===== config.mk =====
export PLATFORM = sky130hd
export DESIGN_NAME = bdx_dual_exec
export DESIGN_NICKNAME = d
export VERILOG_FILES = /design/src/rtl/bdx_pkg.sv /design/src/rtl/bdx_idx_regs.sv /design/src/rtl/bdx_addr_sel.sv /design/src/rtl/bdx_dual_alu.sv /design/src/rtl/bdx_dual_exec.sv
export SDC_FILE = /design/constraint.sdc
export NUM_CORES = 1
export LEC_CHECK = 0
export ABC_AREA = 1
export BUFFER_PORTS_ARGS = -buffer_cell sky130_fd_sc_hd__buf_2
export CORE_MARGIN = 3
export CORE_UTILIZATION = 35
export DETAILED_ROUTE_END_ITERATION = 6
export SETUP_SLACK_MARGIN = 0.5
export SYNTH_ARGS = -nofsm -noshare
export SYNTH_HDL_FRONTEND = slang
export SYNTH_SLANG_ARGS = --single-unit

===== constraint.sdc =====
create_clock -name clk -period 1.5 [get_ports clk]
set_input_delay 0.15 -clock clk [delete_from_list [all_inputs] [get_ports clk]]
set_output_delay 0.15 -clock clk [all_outputs]
set_load 0.02 [all_outputs]

===== src/rtl/bdx_pkg.sv =====
package bdx_pkg;

    localparam int OPC_W = 3;
    localparam logic [OPC_W-1:0] OPC_ARITH = 3'b001;
    localparam logic [OPC_W-1:0] OPC_BITW  = 3'b010;

    typedef enum logic [3:0] {
        ST_IDLE = 4'd0,
        ST_RD0  = 4'd1,
        ST_RD1  = 4'd2,
        ST_RD2  = 4'd3,
        ST_RD3  = 4'd4,
        ST_CAP  = 4'd5,
        ST_WRD  = 4'd6,
        ST_WRP  = 4'd7,
        ST_FIN  = 4'd8
    } seq_state_e;

    typedef enum logic {
        ALU_ARITH = 1'b0,
        ALU_BITW  = 1'b1
    } alu_mode_e;

    function automatic logic opc_supported(input logic [OPC_W-1:0] opc);
        return (opc == OPC_ARITH) || (opc == OPC_BITW);
    endfunction

endpackage


===== src/rtl/bdx_idx_regs.sv =====
module bdx_idx_regs #(
    parameter int NUM_SRC = 4,
    parameter int NUM_DST = 2,
    parameter int AW      = 8,
    parameter int SEL_W   = $clog2(NUM_SRC + NUM_DST)
) (
    input  logic                          clk,
    input  logic                          rst_n,
    input  logic                          ld_en,
    input  logic [SEL_W-1:0]              ld_sel,
    input  logic [AW-1:0]                 ld_val,
    output logic [NUM_SRC-1:0][AW-1:0]    src_idx,
    output logic [NUM_DST-1:0][AW-1:0]    dst_idx
);

    // Source index registers occupy select codes 0 .. NUM_SRC-1.
    for (genvar g = 0; g < NUM_SRC; g++) begin : g_src
        logic [AW-1:0] val_d, val_q;

        always_comb begin
            val_d = val_q;
            if (ld_en && (ld_sel == SEL_W'(g))) begin
                val_d = ld_val;
            end
        end

        always_ff @(posedge clk) begin
            if (!rst_n) begin
                val_q <= '0;
            end else begin
                val_q <= val_d;
            end
        end

        assign src_idx[g] = val_q;
    end

    // Destination index registers follow the source registers in select space.
    for (genvar g = 0; g < NUM_DST; g++) begin : g_dst
        logic [AW-1:0] val_d, val_q;

        always_comb begin
            val_d = val_q;
            if (ld_en && (ld_sel == SEL_W'(NUM_SRC + g))) begin
                val_d = ld_val;
            end
        end

        always_ff @(posedge clk) begin
            if (!rst_n) begin
                val_q <= '0;
            end else begin
                val_q <= val_d;
            end
        end

        assign dst_idx[g] = val_q;
    end

endmodule


===== src/rtl/bdx_addr_sel.sv =====
module bdx_addr_sel #(
    parameter int NUM_SRC = 4,
    parameter int NUM_DST = 2,
    parameter int AW      = 8,
    parameter int SIW     = $clog2(NUM_SRC),
    parameter int DIW     = $clog2(NUM_DST)
) (
    input  logic [NUM_SRC-1:0][AW-1:0] src_idx,
    input  logic [NUM_DST-1:0][AW-1:0] dst_idx,
    input  logic [SIW-1:0]             sel_s1,
    input  logic [SIW-1:0]             sel_s2,
    input  logic [DIW-1:0]             sel_d,
    input  logic [1:0]                 rd_slot,
    output logic [AW-1:0]              rd_addr,
    output logic [AW-1:0]              wr_pri_addr,
    output logic [AW-1:0]              wr_dual_addr
);

    // Partner index: one position further on, wrapping at the register count.
    function automatic logic [SIW-1:0] src_next(input logic [SIW-1:0] i);
        return (int'(i) == NUM_SRC - 1) ? '0 : SIW'(int'(i) + 1);
    endfunction

    function automatic logic [DIW-1:0] dst_next(input logic [DIW-1:0] i);
        return (int'(i) == NUM_DST - 1) ? '0 : DIW'(int'(i) + 1);
    endfunction

    logic [SIW-1:0] s1_nx, s2_nx;
    logic [DIW-1:0] d_nx;

    always_comb begin
        s1_nx = src_next(sel_s1);
        s2_nx = src_next(sel_s2);
        d_nx  = dst_next(sel_d);
    end

    // Read slot order: first pair, then partner pair.
    always_comb begin
        unique case (rd_slot)
            2'd0:    rd_addr = src_idx[sel_s1];
            2'd1:    rd_addr = src_idx[sel_s2];
            2'd2:    rd_addr = src_idx[s1_nx];
            default: rd_addr = src_idx[s2_nx];
        endcase
    end

    always_comb begin
        wr_pri_addr  = dst_idx[sel_d];
        wr_dual_addr = dst_idx[d_nx];
    end

endmodule


===== src/rtl/bdx_dual_alu.sv =====
module bdx_dual_alu
    import bdx_pkg::*;
#(
    parameter int DW = 8
) (
    input  alu_mode_e     mode,
    input  logic [DW-1:0] pri_a,
    input  logic [DW-1:0] pri_b,
    input  logic [DW-1:0] dual_a,
    input  logic [DW-1:0] dual_b,
    output logic [DW-1:0] res_pri,
    output logic [DW-1:0] res_dual
);

    // Both lanes wrap at DW bits; the dual lane performs the opposite operation.
    always_comb begin
        unique case (mode)
            ALU_BITW: begin
                res_pri  = pri_a & pri_b;
                res_dual = dual_a ^ dual_b;
            end
            default: begin
                res_pri  = pri_a + pri_b;
                res_dual = dual_a - dual_b;
            end
        endcase
    end

endmodule


===== src/rtl/bdx_dual_exec.sv =====
module bdx_dual_exec
    import bdx_pkg::*;
#(
    parameter int NUM_SRC = 4,
    parameter int NUM_DST = 2,
    parameter int DW      = 8,
    parameter int AW      = 8,
    parameter int SIW     = $clog2(NUM_SRC),
    parameter int DIW     = $clog2(NUM_DST),
    parameter int INSTR_W = OPC_W + DIW + 2 * SIW,
    parameter int SEL_W   = $clog2(NUM_SRC + NUM_DST)
) (
    input  logic               clk,
    input  logic               rst_n,
    input  logic               start,
    input  logic [INSTR_W-1:0] instr,
    input  logic               ld_en,
    input  logic [SEL_W-1:0]   ld_sel,
    input  logic [AW-1:0]      ld_val,
    output logic               busy,
    output logic               done,
    output logic               mem_re,
    output logic               mem_we,
    output logic [AW-1:0]      mem_addr,
    output logic [DW-1:0]      mem_wdata,
    input  logic [DW-1:0]      mem_rdata
);

    localparam int S2_LSB = 0;
    localparam int S1_LSB = SIW;
    localparam int D_LSB  = 2 * SIW;
    localparam int OPC_LSB = 2 * SIW + DIW;

    typedef struct packed {
        seq_state_e     st;
        alu_mode_e      mode;
        logic [SIW-1:0] s1;
        logic [SIW-1:0] s2;
        logic [DIW-1:0] d;
        logic [DW-1:0]  op_a;   // M[src[S1]]
        logic [DW-1:0]  op_b;   // M[src[S2]]
        logic [DW-1:0]  op_c;   // M[src[S1+1]]
        logic [DW-1:0]  op_e;   // M[src[S2+1]]
    } ctl_t;

    ctl_t c_d, c_q;

    logic [NUM_SRC-1:0][AW-1:0] src_idx;
    logic [NUM_DST-1:0][AW-1:0] dst_idx;
    logic [1:0]                 rd_slot;
    logic [AW-1:0]              rd_addr, wr_pri_addr, wr_dual_addr;
    logic [DW-1:0]              res_pri, res_dual;
    logic [OPC_W-1:0]           opc;
    logic                       idle;

    assign idle = (c_q.st == ST_IDLE);
    assign opc  = instr[OPC_LSB +: OPC_W];

    // Loads are only taken while idle so operands cannot shift mid-instruction.
    bdx_idx_regs #(
        .NUM_SRC (NUM_SRC),
        .NUM_DST (NUM_DST),
        .AW      (AW),
        .SEL_W   (SEL_W)
    ) u_regs (
        .clk     (clk),
        .rst_n   (rst_n),
        .ld_en   (ld_en && idle),
        .ld_sel  (ld_sel),
        .ld_val  (ld_val),
        .src_idx (src_idx),
        .dst_idx (dst_idx)
    );

    bdx_addr_sel #(
        .NUM_SRC (NUM_SRC),
        .NUM_DST (NUM_DST),
        .AW      (AW),
        .SIW     (SIW),
        .DIW     (DIW)
    ) u_addr (
        .src_idx      (src_idx),
        .dst_idx      (dst_idx),
        .sel_s1       (c_q.s1),
        .sel_s2       (c_q.s2),
        .sel_d        (c_q.d),
        .rd_slot      (rd_slot),
        .rd_addr      (rd_addr),
        .wr_pri_addr  (wr_pri_addr),
        .wr_dual_addr (wr_dual_addr)
    );

    bdx_dual_alu #(
        .DW (DW)
    ) u_alu (
        .mode     (c_q.mode),
        .pri_a    (c_q.op_a),
        .pri_b    (c_q.op_b),
        .dual_a   (c_q.op_c),
        .dual_b   (c_q.op_e),
        .res_pri  (res_pri),
        .res_dual (res_dual)
    );

    always_comb begin
        c_d       = c_q;
        rd_slot   = 2'd0;
        mem_re    = 1'b0;
        mem_we    = 1'b0;
        mem_addr  = '0;
        mem_wdata = '0;

        unique case (c_q.st)
            ST_IDLE: begin
                if (start) begin
                    c_d.s2 = instr[S2_LSB +: SIW];
                    c_d.s1 = instr[S1_LSB +: SIW];
                    c_d.d  = instr[D_LSB +: DIW];
                    if (opc_supported(opc)) begin
                        c_d.mode = (opc == OPC_BITW) ? ALU_BITW : ALU_ARITH;
                        c_d.st   = ST_RD0;
                    end else begin
                        c_d.st = ST_FIN;
                    end
                end
            end
            ST_RD0: begin
                rd_slot  = 2'd0;
                mem_re   = 1'b1;
                mem_addr = rd_addr;
                c_d.st   = ST_RD1;
            end
            ST_RD1: begin
                rd_slot  = 2'd1;
                mem_re   = 1'b1;
                mem_addr = rd_addr;
                c_d.op_a = mem_rdata;
                c_d.st   = ST_RD2;
            end
            ST_RD2: begin
                rd_slot  = 2'd2;
                mem_re   = 1'b1;
                mem_addr = rd_addr;
                c_d.op_b = mem_rdata;
                c_d.st   = ST_RD3;
            end
            ST_RD3: begin
                rd_slot  = 2'd3;
                mem_re   = 1'b1;
                mem_addr = rd_addr;
                c_d.op_c = mem_rdata;
                c_d.st   = ST_CAP;
            end
            ST_CAP: begin
                c_d.op_e = mem_rdata;
                c_d.st   = ST_WRD;
            end
            ST_WRD: begin
                mem_we    = 1'b1;
                mem_addr  = wr_dual_addr;
                mem_wdata = res_dual;
                c_d.st    = ST_WRP;
            end
            ST_WRP: begin
                mem_we    = 1'b1;
                mem_addr  = wr_pri_addr;
                mem_wdata = res_pri;
                c_d.st    = ST_FIN;
            end
            ST_FIN: begin
                c_d.st = ST_IDLE;
            end
            default: begin
                c_d.st = ST_IDLE;
            end
        endcase
    end

    always_ff @(posedge clk) begin
        if (!rst_n) begin
            c_q <= '0;
        end else begin
            c_q <= c_d;
        end
    end

    assign busy = !idle;
    assign done = (c_q.st == ST_FIN);

endmodule


Word-level counts from Yosys, hierarchy flattened --
Cells that the tools add are included.
Storage, ports and cells: flip-flop bits (word level) 90, bits of input ports 31, output and inout bits 20, word-level logic and storage cells 92
Cells by class: $add $sub $neg 5, magnitude comparators 6, eq/ne operators 20, multiplexer cells 28, bitwise gates (word level) 2, reduce and logical (&&, ||, !) cells 16
Operators by type and width (number):
- 8-bit 2-to-1 mux | 10
- 8-bit binary-select mux with 2-bit select | 4
- 8-bit case mux with 3 select lines | 2
- 4-bit case mux with 8 select lines | 1
- 4-bit by 3-bit == test with 1-bit output (second input constant) | 4
- 8-bit case mux with 2 select lines | 1
- 2-bit by 3-bit less-than comparator with 1-bit output (second input constant) | 4
- 10-bit 2-to-1 mux | 1
- 3-bit by 2-bit == test with 1-bit output (second input constant) | 3
- 8-bit adder | 1
- 8-bit AND | 1
- 4-bit by 2-bit == test with 1-bit output (second input constant) | 2
- 8-bit subtractor | 1
- 8-bit bitwise XOR | 1
- 1-bit logical AND | 7
- 2-bit by 1-bit == test with 1-bit output (second input constant) | 3
- 3-bit by 1-bit == test with 1-bit output (second input constant) | 2
- 3-bit == test (second input constant) | 2
- 2-bit case mux with 3 select lines | 1
- 1-bit 2-to-1 mux | 5
- 2-bit by 1-bit adder with 2-bit output (second input constant) | 2
- 4-bit by 1-bit == test with 1-bit output (second input constant) | 1
- 4-bit == test (second input constant) | 1
- 4-bit zero test | 1
- other kinds (14) | 16

Longest topological paths before layout --
Gate-level depths: netlist of run 1.
depth after elaboration 6, gate-level depth with buffers 11, depth with buffers taken out 11

Modules after synthesis --
Synthesis of run 1 repeated with hierarchy kept, for this count alone.
Second synthesis, totals: cell total of the unflattened synthesis 1040, area, all modules 6169.7 µm²
By module, submodules not included:
- bdx_idx_regs | times used 1, cells an instance 281, area an instance 1961.9 µm², seq. area each 960.9 µm²
- bdx_dual_exec | times used 1, cells an instance 249, area an instance 1799.2 µm², seq. area each 840.8 µm²
- bdx_addr_sel | times used 1, cells an instance 366, area an instance 1614.0 µm², seq. area each 0.0 µm²
- bdx_dual_alu | times used 1, cells an instance 144, area an instance 794.5 µm², seq. area each 0.0 µm²

Least setup slack after synthesis of run 1 --
No wires, ideal clock.
kind register -> output, start reg c_q[8] (netlist name), end out mem_wdata[4], data arrival time 1743 ps, required time 1350 ps, path slack -393 ps, stages on the path, launching flop included 10, path through dfxtp_1 > inv_1 > ha_1 > inv_1 > fa_1 > nand3_1 > nand3_1 > o21ai_0 > nand2_1 > o21ai_0
Between the ends: longest elaborated chain between the ends 3
RTL lines:
- from (decl) | line bdx_dual_exec.sv:46 | ctl_t c_d, c_q;
- from (signal assigned) | line bdx_dual_exec.sv:181 | c_q <= '0;
- from (signal assigned) | line bdx_dual_exec.sv:183 | c_q <= c_d;
- 8-bit subtractor | line bdx_dual_alu.sv:24 | res_dual = dual_a - dual_b;
- 8-bit 2-to-1 mux | line bdx_dual_alu.sv:17 | unique case (mode)
- 8-bit case mux with 2 select lines | line bdx_dual_exec.sv:113 | unique case (c_q.st)
- to (decl) | line bdx_dual_exec.sv:25 | output logic [DW-1:0] mem_wdata,
No other way between the ends.

Final worst setup path of run 1 --
Ends and elaborated chain as after synthesis.

==> flow_summary_export.csv, run 1 <==
group,metric,value,unit
run_status,status,"finished, violations left",
run_status,violations,"negative setup slack",
worst_hold_path,hold_path_class,"input pin to register",
sta,whs,0.0723,ns
placement,dp.cells,1225,
detailed_routing,drt_iter0_drc,455,
floorplan,die_w,134,µm
pwr,combPwrFrac,26.9,%
worst_setup_path,worst_setup_path_start_kind,"register",
global_route,grt.overflow.total,0,
global_route,grt_pass1_wl,32800,µm
logic_synthesis,ys_types,39,
logic_synthesis,synth_nets,964,
layout,instances_no_fill,1278,
worst_setup_path,required,1.35,ns
worst_setup_path,crit_fanout,4,
global_route,track_usage,22.8,%
pwr,internal_power,4.74,mW
sta,fin_skew,0.00747,ns
floorplan,die_y,134,µm
cts,cts_sinks,90,
layout,antenna_cells,0,
pwr,leakage,3.73,nW
logic_synthesis,yosys_warnings,0,
logic_synthesis,ys.flop_type,"dfxtp_1",
logic_synthesis,synthesis.area,0.00577,mm²
global_route,grt_max_degree,83,
cts,clk_latency,0.36,ns
sta,fin_crit_sh,140,%
placement,routabilityCongestion,0.889,
sta,finalSetupTns,-23.10,ns
cts,cts_max_level,3,
layout,fillers,1534,
sta,fin_crit,2.11,ns
detailed_routing,drc,0,
pwr,p_sw_share,31.2,%
floorplan,initial_core_util,36.1,%
layout,final_common_cell,"nand2_1",
floorplan,core,0.0160,mm²
cts,clk_pin_slew,0.07,ns
pwr,vdd_drop_max,0.000556,V
floorplan,pin_count,51,
worst_setup_path,r2r_slack,-0.36,ns
logic_synthesis,ys_async_sr_fraction,0,%
pwr,power_frac_seq,37.2,%
sta,setup_viol,76,
cts,cts.path.max_buffers,2,
logic_synthesis,synthCells,914,
logic_synthesis,synth.yosys.seq_area_share,31.2,%
logic_synthesis,ys_seq_elements,90,
job,cap_viol_max_count,0,
layout,syn2layout_area_growth,52.5,%
detailed_routing,dr.pass1.iters,5,
layout,layout_common_cells,"nand2_1 (165), nor2_1 (90), buf_4 (84)",
cts,cts_tree,"done",
sta,worstMarginPinSlew,0.510,ns
sta,relSlewSlack,65.9,%
worst_setup_path,end_kind,"output port",
detailed_routing,wl_per_cell,16.0,µm
sta,setup_ws,-0.606,ns
detailed_routing,ant_nets,0,
cts,root_buffer,"clkbuf_16",
detailed_routing,drt-vias-per-instance,5.16,
cts,hold_buffers,0,
logic_synthesis,synth_edf_count,0,
placement,portBuffers,50,
logic_synthesis,syn_area_per_cell,6.31,µm²
sta,drv_slew,0,
global_route,grt_pass1_vias,6234,
floorplan,placementRows,46,
layout,drive_gt1_share,39.0,%
sta,fmax,475,MHz
pwr,p_sw,2.15,mW
placement,place_hpwl,13700,µm
detailed_routing,vias,6600,
worst_setup_path,critPathKind,"register to output port",
pwr,clkPwrFrac,35.9,%
sta,hold_viol,0,
worst_setup_path,critical_path_arrival,1.96,ns
cts,cts_buffers,9,
pwr,p_per_area,784,mW/mm²
layout,nNetsFinal,1108,
floorplan,dieArea,0.0181,mm²
global_route,antenna_found_initial,0,
sta,rsz0062_at_grt,"yes",
detailed_routing,wirelength,20500,µm
==> worst max-delay path, stage by stage (launching register included) <==
cell and delay (ns):
dfxtp_1 0.30, inv_1 0.06, ha_1 0.15, inv_2 0.05, fa_2 0.37, nand3_2 0.08, nand3_2 0.07, o21ai_2 0.11
nand2_1 0.10, o21ai_4 0.16, buf_6 0.14
==> final timing paths <==
| kind | depth (start not counted) | startpoint | end |
|---|---|---|---|
| min reg2reg | 2 | c_q[6] | c_q[6] |
| max | 10 | c_q[8] | mem_wdata[4] |
| max reg2reg | 11 | c_q[39] | u_regs.g_src[1].val_q[7] |
| min | 3 | instr[1] | c_q[34] |
==> Yosys cell counts (2+ instances only) <==
master / count / area, µm²
or2_2: 3 / 18.8
fa_1: 2 / 40.0
nor2_1: 101 / 379
o211ai_1: 7 / 52.6
nand3_2: 3 / 30.0
nor4_1: 2 / 12.5
o21ai_1: 7 / 35.0
clkbuf_1: 18 / 67.6
nand2_1: 203 / 762
buf_4: 6 / 45.0
o21ai_0: 119 / 596
nand3b_1: 9 / 67.6
dfxtp_1: 90 / 1800
a22o_1: 7 / 61.3
nor3_1: 4 / 20.0
nand4_1: 3 / 18.8
nor2_4: 5 / 56.3
buf_2: 17 / 85.1
nor2_2: 4 / 25.0
inv_1: 96 / 360
nand3_1: 88 / 440
nand2_2: 4 / 25.0
a21oi_1: 77 / 385
ha_1: 17 / 213
clkinv_1: 2 / 7.51
inv_2: 7 / 26.3
==> logic make-up after synthesis <==
logic type | synth area share (%)
simple gates | 33.3
compound gates | 20.5
buf+inv | 10.3
flops | 31.2
fa+ha+maj | 4.38
xor+xnor | 0.304
==> metal layers <==
layer	GRT usage [%]	part of all wire, %
met3	4.01	6.7
met1	31.8	46
met2	35.7	46
met5	0	0
met4	7.30	1.9
==> sequential cells by signal, summed over array words and instances (netlist names) <==
| register | cells |
|---|---|
| c_q | 42 |
| u_regs.g_src.val_q | 32 |
| u_regs.g_dst.val_q | 16 |
==> power groups by stage <==
stage	Clock, mW	Combinational [mW]	Sequential (mW)
after floorplan	0	0.992	2.59
after global routing	2.61	2.02	2.57
after detailed placement	0	1.52	2.61
after CTS	2.51	1.74	2.56
after global placement	0	1.50	2.61
final	2.48	1.85	2.56
==> stage by stage <==
step / worst slack (ns) / total power, mW / cell area, µm² / utilization, %
after floorplan: -0.0777 / 3.58 / 6410 / -
after global placement: -0.247 / 4.11 / 7370 / 46.0
after detailed placement: -0.269 / 4.13 / 7370 / 46.0
after CTS: -0.575 / 6.81 / 8470 / 52.9
after global routing: -0.715 / 7.21 / 8800 / 55.0
final: -0.606 / 6.89 / 8800 / 55.0
==> final cells by class <==
type                    count  area (µm²)  area share (%)
inverters                 105         464            5.28
multi-input cells         682        4340            49.4
well taps                 216         270            3.07
clock inverters             3        43.8           0.498
flip-flops and latches     90        1850            21.0
clock buffers              12         278            3.16
repair buffers            170        1550            17.7
==> what timing repair did <==
| item | 4_1_cts | 5_1_grt |
|---|---|---|
| pin swaps | 58 | 21 |
| resized for setup | 157 | 63 |
| endpoints found under the setup margin | 109 | 110 |
| gates cloned | 5 | 1 |
| setup buffers | 22 | 10 |
Note: power is estimated with default switching activity, not from simulation.
==> run 2, diff against run 1 <==
--- a/config.mk
+++ b/config.mk
@@ -7,9 +7,12 @@
 export LEC_CHECK = 0
 export ABC_AREA = 1
 export BUFFER_PORTS_ARGS = -buffer_cell sky130_fd_sc_hd__buf_2
+export CELL_PAD_IN_SITES_DETAIL_PLACEMENT = 1
+export CELL_PAD_IN_SITES_GLOBAL_PLACEMENT = 1
 export CORE_MARGIN = 3
 export CORE_UTILIZATION = 35
 export DETAILED_ROUTE_END_ITERATION = 6
+export PLACE_DENSITY_LB_ADDON = 0.1
 export SETUP_SLACK_MARGIN = 0.5
 export SYNTH_ARGS = -nofsm -noshare
 export SYNTH_HDL_FRONTEND = slang
==> run 2 against run 1 <==
  * Total power grew 0.38%
  * Critical endpoint is now mem_addr[3]
  * Flip-flop and latch count did not move
  * Final area up 5.9%
  * Largest cell class unchanged
  * The run still ends with negative setup slack left
  * Combinational power increased by 13%
  * Register-to-register slack got worse by 0.03 ns
  * Cell count is 0.70% higher
  * Critical path type unchanged
  * Clock power down 9.3%
  * Hold slack lost 0.0081 ns
  * Routed wire length grew 39%
==> flow_summary_export.csv, run 2 (synthesis results as in run 1) <==
group,metric,value,unit
detailed_routing,highest_layer,"met4",
worst_setup_path,worst_setup_path_start_kind,"register",
detailed_routing,wl_met1,11900,µm
layout,largest_reg_flops,42,
worst_setup_path,critical_path_arrival,2.02,ns
placement,routabilityCongestion,0.906,
placement,pre_cts_slack,-0.321,ns
cts,clk_pin_slew,0.07,ns
job,cap_viol_max_count,0,
detailed_routing,drt_iter0_drc,603,
floorplan,die_w,134,µm
sta,worstMarginPinSlew,0.705,ns
sta,fin_crit,2.17,ns
floorplan,die_y,134,µm
run_status,status,"finished, violations left",
pwr,p_per_area,743,mW/mm²
cts,cts_sinks,90,
cts,cts_tree,"done",
layout,drive_gt1_share,45.5,%
global_route,track_usage,27.9,%
floorplan,pin_count,51,
worst_hold_path,hold_path_class,"input pin to register",
global_route,antenna_found_initial,0,
worst_setup_path,cpPeakStageDelay,0.36,ns
worst_setup_path,crit_fanout,7,
detailed_routing,ant_nets,0,
layout,top_register,"c_q",
sta,finalSetupTns,-24.37,ns
global_route,grt_max_degree,45,
run_status,violations,"negative setup slack",
detailed_routing,drc,0,
sta,setup_ws,-0.668,ns
sta,fin_skew,0.00808,ns
placement,place_hpwl,17500,µm
cts,cts.path.max_buffers,2,
sta,fin_crit_sh,145,%
detailed_routing,dr.pass1.iters,5,
worst_setup_path,critPathKind,"register to output port",
worst_setup_path,crit_chain,"ha_4 > nor2_4 > clkinvlp_4 > nand2_1 > nand3_1 > nand3_1 > nand2_1 > inv_1 > nand2_2 > nand2_2 > buf_6",
cts,clk_latency,0.36,ns
layout,reg.largest.list,"c_q: 42 flops, u_regs.g_src.val_q: 32 flops, u_regs.g_dst.val_q: 16 flops",
detailed_routing,wirelength,28400,µm
floorplan,placementRows,46,
layout,final_util,58.2,%
sta,hold_viol,0,
layout,antenna_cells,0,
worst_setup_path,required,1.35,ns
cts,root_buffer,"clkbuf_16",
floorplan,core,0.0160,mm²
pwr,vdd_drop_max,0.000560,V
placement,portBuffers,50,
global_route,grt.overflow.total,0,
worst_setup_path,cpMaxStageDelayCell,"dfxtp_4",
detailed_routing,routed-wl-met3,1810,µm
layout,final_common_cell,"nand2_1",
layout,syn2layout_area_growth,61.5,%
floorplan,initial_core_util,36.1,%
detailed_routing,drt-vias-per-instance,5.62,
sta,rsz0062_at_grt,"yes",
detailed_routing,wl_per_cell,22.1,µm
floorplan,dieArea,0.0181,mm²
layout,layout_common_cells,"nand2_1 (155), inv_1 (75), nand3_1 (71), nor2_1 (71), buf_4 (65)",
sta,drv_slew,0,
global_route,grt_pass1_vias,7459,
pwr,leakage,3.88,nW
layout,nNetsFinal,1116,
cts,cts_max_level,3,
global_route,grt_pass1_wl,39900,µm
detailed_routing,vias,7238,
detailed_routing,met2_length,14000,µm
sta,setup_viol,77,
pwr,p_total,6.92,mW
worst_setup_path,end_kind,"output port",
sta,fmax,461,MHz
cts,hold_buffers,0,
sta,relSlewSlack,53.0,%
cts,cts_buffers,9,
run 2: cell count changes in the layout (fill, tap and decap cells not counted), moves of 7 or more:
cell / delta
o21ai_2: +10
buf_4: -19
nand2_1: -10
buf_6: +23
o21ai_1: -20
nor2_1: -19
o21ai_4: +7
nor2_4: +14
run 2: cell type report:
cell class                 count  area, µm²
clock buffer                  11        253
clock inverter                 5       36.3
fill                        1973       6690
inverter                     105        493
multi-input combinational    682       4650
sequential                    90       1850
tap                          216        270
timing repair buffer         177       1750
timing repair inverter         1       8.76
run 2: per-layer routing:
metal / global-route usage [%] / vias up
li1: - / 3330
met2: 47.2 / 293
met5: 0 / -
met4: 8.09 / 0
met3: 3.68 / 69
met1: 37.3 / 3546
run 2: where the power goes:
group	switching, mW	internal (mW)	leakage, nW
Sequential	0.104	2.48	0.744
Clock	1.03	1.22	0.146
Combinational	1.25	0.840	2.99
run 2: through the flow:
step | std cells | instance area, µm² | hold WS, ns
floorplan | 914 | 6410 | 0.285
global placement | 1228 | 7390 | 0.420
detailed placement | 1228 | 7390 | 0.429
CTS | 1268 | 8310 | 0.0501
global route | 1287 | 9320 | 0.0833
finish | 1287 | 9320 | 0.0642
run 2: what timing repair did:
action	in CTS	in global routing
buffers inserted	20	16
pin swaps	27	81
gates cloned	4	3
endpoints found under the setup margin	109	109
gates resized for setup	109	228
run 2: final timing paths:
check / from / end / slack (ns) / depth (start not counted)
setup / recovery: c_q[33] / mem_addr[3] / -0.67 / 11
hold / removal: instr[4] / c_q[32] / 0.06 / 3
setup reg to reg: c_q[39] / u_regs.g_src[2].val_q[1] / -0.39 / 9
hold reg to reg: c_q[5] / c_q[5] / 0.47 / 2
run 2: worst max-delay path, delay by kind of cell (launching register included):
kind / cells / cell delay [ns]
buf+inv: 3 / 0.45
fa+ha+maj: 1 / 0.16
simple gates: 7 / 0.69
flops: 1 / 0.36
